[src/rtl/ptr_word_mover.sv]
module ptr_word_mover #(
  parameter int AW   = 32,
  parameter int STEP = 4
) (
  input  logic          clk,
  input  logic          rst_n,
  input  logic          go,
  input  logic [1:0]    mode,
  input  logic [AW-1:0] src_ref,
  input  logic [AW-1:0] dst_ref,
  output logic          busy,
  output logic          done,
  output logic          mem_req,
  output logic          mem_we,
  output logic [AW-1:0] mem_addr,
  output logic [AW-1:0] mem_wdata,
  input  logic [AW-1:0] mem_rdata,
  input  logic          mem_rdy
);
  typedef enum logic [2:0] {
    S_IDLE, S_RSP, S_RDP, S_RDAT, S_WDAT, S_WSP, S_WDP, S_FIN
  } st_t;

  localparam logic [AW-1:0] INC = AW'(STEP);

  st_t           st;
  logic [1:0]    mode_q;
  logic [AW-1:0] sref_q, dref_q, sp, dp, word;

  wire adv_s = (mode_q == 2'd0) || (mode_q == 2'd2);
  wire adv_d = (mode_q == 2'd0) || (mode_q == 2'd1);
  wire ack   = mem_req && mem_rdy;

  assign busy    = (st != S_IDLE);
  assign done    = (st == S_FIN);
  assign mem_req = busy && !done;
  assign mem_we  = (st == S_WDAT) || (st == S_WSP) || (st == S_WDP);

  always_comb begin
    mem_addr  = '0;
    mem_wdata = '0;
    case (st)
      S_RSP:  mem_addr = sref_q;
      S_RDP:  mem_addr = dref_q;
      S_RDAT: mem_addr = sp;
      S_WDAT: begin mem_addr = dp;     mem_wdata = word;     end
      S_WSP:  begin mem_addr = sref_q; mem_wdata = sp + INC; end
      S_WDP:  begin mem_addr = dref_q; mem_wdata = dp + INC; end
      default: ;
    endcase
  end

  always_ff @(posedge clk) begin
    if (!rst_n) begin
      st     <= S_IDLE;
      mode_q <= '0;
      sref_q <= '0;
      dref_q <= '0;
      sp     <= '0;
      dp     <= '0;
      word   <= '0;
    end else begin
      case (st)
        S_IDLE: if (go) begin
          mode_q <= mode;
          sref_q <= src_ref;
          dref_q <= dst_ref;
          st     <= S_RSP;
        end
        S_RSP:  if (ack) begin sp   <= mem_rdata; st <= S_RDP;  end
        S_RDP:  if (ack) begin dp   <= mem_rdata; st <= S_RDAT; end
        S_RDAT: if (ack) begin word <= mem_rdata; st <= S_WDAT; end
        S_WDAT: if (ack) st <= adv_s ? S_WSP : (adv_d ? S_WDP : S_FIN);
        S_WSP:  if (ack) st <= adv_d ? S_WDP : S_FIN;
        S_WDP:  if (ack) st <= S_FIN;
        default: st <= S_IDLE;
      endcase
    end
  end
endmodule


[config.mk]
export PLATFORM = sky130hd
export DESIGN_NAME = ptr_word_mover
export DESIGN_NICKNAME = d
export VERILOG_FILES = /design/src/rtl/ptr_word_mover.sv
export SDC_FILE = /design/constraint.sdc
export NUM_CORES = 1
export LEC_CHECK = 0
export BUFFER_PORTS_ARGS = -buffer_cell sky130_fd_sc_hd__buf_2
export CAP_MARGIN = 15
export CORE_ASPECT_RATIO = 1.1
export CORE_UTILIZATION = 50
export CTS_CLUSTER_SIZE = 20
export DETAILED_ROUTE_END_ITERATION = 8
export PLACE_DENSITY_LB_ADDON = 0.2
export SLEW_MARGIN = 30
export SYNTH_ARGS = -nofsm -noshare
export SYNTH_HDL_FRONTEND = slang
export SYNTH_SLANG_ARGS = --single-unit
[constraint.sdc]
create_clock -name clk -period 6 [get_ports clk]
set_input_delay 0.3 -clock clk [delete_from_list [all_inputs] [get_ports clk]]
set_output_delay 0.3 -clock clk [all_outputs]
set_load 0.01 [all_outputs]
# After elaboration in Yosys (flattened, before gate mapping)
# Index checks and enable logic that the tools add are counted.
# totals
wordCells,54
out_inout_bits,68
input_bits,102
regBits,165
# classes
muxes,12
n_reduce_logical,17
eq_ne,16
add_sub_neg,2
# ops
cell,n
32-bit case mux with 4 select lines,1
32-bit case mux with 3 select lines,1
32-bit by 3-bit adder with 32-bit output (second input constant),2
3-bit two-way mux,8
3-bit case mux with 7 select lines,1
2-bit != test (second input constant),7
3-bit == test (second input constant),4
2-bit AND reduction,4
7-bit AND reduction,1
3-bit by 2-bit == test with 1-bit output (second input constant),2
1-bit logical OR,4
2-bit OR reduction,2
3-bit by 1-bit == test with 1-bit output (second input constant),1
3-bit logical NOT,1
3-bit nonzero test,1
2-bit by 1-bit == test with 1-bit output (second input constant),1
2-bit == test (second input constant),1
1-bit logical AND,2
2-bit logical NOT,1
1-bit logical NOT,1
1-bit two-way mux,1

# Longest topological paths before layout
# Gate-level depths: netlist of run 1.
# depth
ltp_word,6
ltp_mapped,14
mapped_depth_nobuf,9

# Least setup slack after synthesis of run 1
# Ideal clock, no wire load.
# synth_timing
kind,reg-to-output
startpoint,reg st[0]
endpoint,out mem_wdata[20]
stages_incl_launch_ff,14
n_path_buf,4
t_required_ns,5.700
slack_ns,2.437
arrival_ns,3.263
cell_sequence,dfxtp_1 nand3b_1 buf_2 buf_1 clkbuf_1 nand2_1 nand2_1 ha_1 inv_1 nor4_2 o21ai_1 buf_2 or3_1 a32o_1
# synth_via
elab_chain_len,2
word_cells_on_any_way,4
cone_classes,eq/ne (3); mux (1)
# synth_rtl
item,line_no,rtl
from (decl),26,st_t st;
from (signal assigned),73,S_WDAT: if (ack) st <= adv_s ? S_WSP : (adv_d ? S_WDP : S_FIN);
from (signal assigned),74,S_WSP: if (ack) st <= adv_d ? S_WDP : S_FIN;
3-bit == test,42,case (st)
32-bit case mux with 3 select lines *,42,
to (decl),16,"output logic [AW-1:0] mem_wdata,"
# Every way passes the cells marked *; elsewhere a longest branch is shown, timed or not.

# Worst setup path after layout of run 1
# layout_timing
startpoint,reg st[0]
endpoint,out mem_wdata[28]
# The elaborated chain is that of the path after synthesis.

==> flow_summary.ini, run 1 <==
[yosys]
syn_avg_cell_area_sq_um = 7.469
synth_enable_flop_cells = 0
syn-cell-area_sq_mm = 0.008798
synth.most_common_cell = nand2_1
synth_seq_cells = 165
ys_top_cells_by_area = dfxtp_1 (38%), nand2_1 (16%), a21boi_0 (14%)
async_flop_share = 0
ys.flop_type = dfxtp_1
ys_warn_count = 0
yosysSeqAreaShare = 0.3754
synth_cell_types = 55
synth_nets = 1281
synth_top_area_share = 0.3754
synth_cells = 1178
synthTopCellsByCount = nand2_1 (372), dfxtp_1 (165), a21boi_0 (163)
synth_top_area_cell = dfxtp_1

[sta]
drv_slew = 0
setup_viol = 0
rsz0062_at_grt = false
fmax_mhz = 207.2
period_share = 0.8045
relSlewSlack = 0.3532
skew_ps = 7.639
tightest_slew_ps = 965.0
hold_viol_final = 0
final.setup.worst_slack_ps = 1173
setup-tns-final_ps = 0
period_needed_ps = 4827

[setup_path]
reg2reg_slack_ps = 3260
critPathCaptureType = output port
reg2reg_depth = 7
critPathMaxFanout = 87
critPathSlowestCell = buf_4
worstPathArrival_ps = 4530
r2r-start = st[0]$_SDFFE_PN0P_
crit_start = st[0]$_SDFFE_PN0P_
worstSetupStartpointType = flop
critPathKind = flop to output port
crit-reg2reg-capture = word[29]$_SDFFE_PN0P_
crit_end = mem_wdata[28]
max_stage_delay_ps = 620
worstPathRequired_ps = 5700
path_cells = buf_4, nand3b_1, buf_4, nand2_1, nand2_1, ha_1, inv_1, nor4_2, o21ai_1, or4_1, a32o_1, buf_2

[power]
p_leak_nw = 3.838
pwr-share-seq = 0.458
finalPower_mw = 2.609
powerDensity_mw_per_mm2 = 254.7
internal_power_mw = 1.885
switching_share = 0.2774
power_frac_comb = 0.134
clkPwrFrac = 0.408
p_switching_uw = 723.8
ir_worst_vdd_mv = 0.2153

[global_routing]
grt_max_degree = 109
antenna_found_initial = 1
track_usage = 0.2982
grt_pass1_vias = 7622
overflow = 0
grt_pass1_wl_microns = 41610

[placed_design]
pre_cts_ws_ps = 1699
io_buffers = 169
hpwl_microns = 18500
place_area_sq_mm = 0.009674
routabilityCongestion = 0.9555
dp_cells = 1495

[die]
fp.dieH_microns = 141.1
io_pins = 170
design.core.area_sq_mm = 0.01714
die_w_microns = 128.5
dieArea_sq_mm = 0.01813
rows = 50
start_util = 0.5133

[clock_network]
path_clk_slew_ps = 70
cts_hold_buf = 0
cts_buffer_depth = 2
ctsResizeCount = 0
cts_tree = built
cts_setup_buffers = 0
clk_latency_ps = 430
cts_max_level = 4
cts_made_buffers = 17
cts_num_sinks = 165
root_buffer = clkbuf_16

[run]
drv_cap = 0

[routing]
viasPerCell = 5.693
drtIter0Drc = 954
num_vias = 8688
drcViolationCount = 0
wl_per_cell_microns = 17.56
wl_microns = 26800
first_pass_iters = 8
postRouteAntennaNets = 0

[finish]
final_cells = 1526
n_fill_cell = 1653
num_antenna_cells = 0
drive_gt1_frac = 0.1788
areaGrowthSynthToFinish_pct = 16.44
final_cell_area_sq_mm = 0.01024
fin_nets = 1383

[run_status]
status = finished clean

[min_path]
hold_class = input pin to flop
worstHoldStart = dst_ref[20]
-- critical path, delay by kind of cell, from the launching register on --
kind / cells / cell delay [ps]
and+or+nand+nor: 5 / 1500
buffers and inverters: 4 / 1320
adders and majority gates: 1 / 210
DFF: 1 / 320
AOI/OAI and AO/OA: 2 / 730
-- layer usage --
layer,vias up,GRT usage,wire length [microns]
met5,-,0,0
met1,3998,0.4405,12510
met3,28,0.05579,2454
met4,0,0.07616,304
li1,4272,-,-
met2,390,0.4415,11530
-- how the worst min path moves through the flow --
| stage | cells past startpoint | endpoint | slack (ps) |
|---|---|---|---|
| after detailed placement | 2 | dref_q[12]$_SDFFE_PN0P_ | 450 |
| after CTS | 3 | dref_q[20]$_SDFFE_PN0P_ | 110 |
| final | 3 | dref_q[20]$_SDFFE_PN0P_ | 110 |
| after global placement | 2 | dref_q[1]$_SDFFE_PN0P_ | 450 |
| after floorplan | 2 | dref_q[0]$_SDFFE_PN0P_ | 440 |
| after global routing | 3 | dref_q[14]$_SDFFE_PN0P_ | 110 |
-- power groups by stage --
stage	clock network [mW]	logic (mW)	registers (mW)
finish	1.06	0.350	1.20
global route	1.11	0.389	1.20
CTS	1.07	0.349	1.19
detailed placement	0	0.348	1.22
global placement	0	0.345	1.22
floorplan	0	0.232	1.20
-- layout by cell type, fill, tap and decap left out, drive strengths merged, types with 2 or more instances in the layout --
cell and n:
o221ai 2, o31ai 5, nand2b 3, a21boi 163
o41ai 2, and3 10, a221o 2, mux2i 19
nand3 19, a22oi 2, nand2 372, nand3b 4
and2 8, clkinvlp 2, xor2 5, nor4 10
nand4 4, a32o 13, o211ai 6, a21oi 58
o21ai 40, or4 8, nor2 30, a21o 2
dfxtp 165, nor2b 26, buf 183, mux2 3
inv 12, o22ai 5, a221oi 31, clkinv 8
clkbuf 20, a31oi 7, nor3 11, or3 8
xnor2 9
-- through the flow --
step	hold slack [ps]	util
3_3_place_gp	449.2	0.5643
3_5_place_dp	453.9	0.5644
2_1_floorplan	438.9	-
6_report	114.5	0.5977
5_1_grt	112.8	0.5977
4_1_cts	109.8	0.5977
-- state kept, by name, indices dropped and copies added, names as in the netlist --
name	cells
dref_q	32
dp	32
word	32
st	3
mode_q	2
sp	32
sref_q	32
-- cells by family (layout without fill, tap and decap cells) --
group,after synthesis,after routing,share of synthesized area
simple gates,517,517,0.2558
compound gates,347,347,0.2784
flops,165,165,0.3754
buf+inv,112,226,0.04949
mux,22,22,0.02545
xor+xnor,14,14,0.01394
fa+ha+maj,1,1,0.001422
-- layout make-up --
type	count	area, sq um	share of cell area
Clock inverter	11	103.9	0.01014
Sequential cell	165	3306	0.3227
Timing Repair Buffer	183	953.4	0.09306
Clock buffer	20	466.7	0.04555
Tap cell	234	292.8	0.02858
Multi-Input combinational cell	901	5077	0.4956
Inverter	12	45.04	0.004397
(Power assumes the default switching activity.)
==> run 2, diff against run 1 <==
Clock period 6 ns to 4.35 ns, I/O delays scaled along.
==> run 2 against run 1 <==
  * Via count is 1.4% higher
  * Worst hold slack worse by 80 ps
  * Non-clock buffer count is 2 higher
  * Clock skew hardly changed
  * Setup slack worse by 630 ps
  * Final area is 0.39% higher
  * Largest cell class unchanged
==> flow_summary.ini, run 2 (same netlist as run 1, synthesis figures left out) <==
[sta]
drv_slew = 0
fmax_mhz = 262.4
period_needed_ps = 3811
skew_ps = 7.247
setup_viol = 0
setup-tns-final_ps = 0
tightest_slew_ps = 911.7
period_share = 0.8761
hold_viol_final = 0
rsz0062_at_grt = false
relSlewSlack = 0.3922

[setup_path]
critPathKind = flop to output port
critPathTopFamily = simple AND/OR/NAND/NOR gates
crit_start = st[0]$_SDFFE_PN0P_
critPathCaptureType = output port
critPathMaxFanout = 18
worstPathArrival_ps = 3590
path_cells = and3b_1, buf_4, nand2_1, nand2_1, ha_1, inv_1, nor4_2, o21ai_1, or4_1, a32o_1, buf_2
cp.buffers_inverters = 3
worstPathRequired_ps = 4130
cpMostUsedCell = nand2_1
critPathSlowestCell = nor4_2
reg2reg_depth = 6
r2r-start = st[1]$_SDFFE_PN0P_
cp.depth = 11
worstSetupStartpointType = flop
max_stage_delay_ps = 550

[routing]
drtIter0Drc = 991
wl_microns = 27320
num_vias = 8813
postRouteAntennaNets = 0
wl_per_cell_microns = 17.90
first_pass_iters = 6
drcViolationCount = 0
viasPerCell = 5.775

[clock_network]
root_buffer = clkbuf_16
cts_num_sinks = 165
cts_setup_buffers = 0
cts_hold_buf = 0
ctsResizeCount = 0
cts_tree = built
cts_max_level = 4
cts_made_buffers = 17
path_clk_slew_ps = 60
clk_latency_ps = 430
cts_buffer_depth = 2

[finish]
n_fill_cell = 1680
final_cell_mix = nand2_1 (371), buf_2 (168), a21boi_0 (163), dfxtp_1 (163), a21oi_1 (58)
areaGrowthSynthToFinish_pct = 16.89
layout_commonest_cell = nand2_1
num_antenna_cells = 0
drive_gt1_frac = 0.1788
fin_nets = 1385

[die]
design.core.area_sq_mm = 0.01714
start_util = 0.5133
rows = 50
die_w_microns = 128.5
dieArea_sq_mm = 0.01813
fp.dieH_microns = 141.1
io_pins = 170

[power]
ir_worst_vdd_mv = 0.2741
internal_power_mw = 2.693
finalPower_mw = 3.674
p_switching_uw = 981.1
pwr-share-seq = 0.449
switching_share = 0.2671
power_frac_comb = 0.133
p_leak_nw = 3.850
powerDensity_mw_per_mm2 = 357.2
clkPwrFrac = 0.418

[min_path]
whs_path_depth = 3
hold_class = input pin to flop
worstHoldStart = dst_ref[8]

[placed_design]
routabilityCongestion = 0.8886
io_buffers = 169
hpwl_microns = 18710

[global_routing]
overflow = 0
grt_pass1_wl_microns = 42500
grt_pass1_vias = 7866
grt_max_degree = 127
track_usage = 0.3037
antenna_found_initial = 0

[run_status]
status = finished clean

[run]
drv_cap = 0
==> run 2: changes by cell type in the layout (fill, tap and decap cells not counted) <==
| cell | delta |
|---|---|
| clkbuf_1 | +1 |
| buf_4 | +1 |
| bufinv_16 | +2 |
| and2_2 | +2 |
| nor3_4 | +1 |
| nor3_2 | -1 |
| clkbuf_8 | -1 |
| and2_4 | -1 |
| buf_6 | +1 |
| inv_6 | +1 |
| clkinv_4 | -5 |
| and2_1 | -1 |
==> run 2: cell type report <==
cell class	count	area, sq um	area share
Clock buffer	20	456.7	0.04440
Timing Repair Buffer	185	972.2	0.09453
Sequential cell	165	3306	0.3214
Clock inverter	9	128.9	0.01253
Multi-Input combinational cell	901	5084	0.4943
Tap cell	234	292.8	0.02847
Inverter	12	45.04	0.004380
==> run 2: metal layers <==
| metal | GRT usage | part of all wire |
|---|---|---|
| met2 | 0.4413 | 0.43 |
| met1 | 0.4600 | 0.47 |
| met5 | 0 | 0 |
| met3 | 0.04250 | 0.087 |
| met4 | 0.09040 | 0.016 |
==> run 2: tightest hold or removal path: cells and delay by family <==
kind,cells,cell delay [ps]
AND/OR/NAND/NOR,1,40
buffers and inverters,1,90
AO/OA/AOI/OAI,1,60
==> run 2: final timing paths <==
path | to | slack, ps
hold reg to reg | word[23]$_SDFFE_PN0P_ | 460
setup reg to reg | dref_q[21]$_SDFFE_PN0P_ | 1610
hold / removal | dref_q[8]$_SDFFE_PN0P_ | 30
setup / recovery | mem_wdata[28] | 540
==> run 2: power groups by stage <==
stage	clock network, mW	logic [mW]	registers (mW)
5_1_grt	1.59	0.541	1.65
2_1_floorplan	0	0.320	1.65
4_1_cts	1.54	0.487	1.64
3_5_place_dp	0	0.484	1.68
3_3_place_gp	0	0.479	1.68
6_report	1.54	0.489	1.65
==> run 2: metrics by stage <==
stage	std cells	cell area [sq um]	utilization	setup slack [ps]	hold WS [ps]
2_1_floorplan	1178	8798	-	869.9	362.4
3_3_place_gp	1497	9688	0.5652	1132	450.8
3_5_place_dp	1497	9689	0.5653	1006	456.2
4_1_cts	1526	10270	0.5994	568.0	26.52
5_1_grt	1526	10280	0.6000	266.6	38.63
6_report	1526	10280	0.6000	539.0	34.30
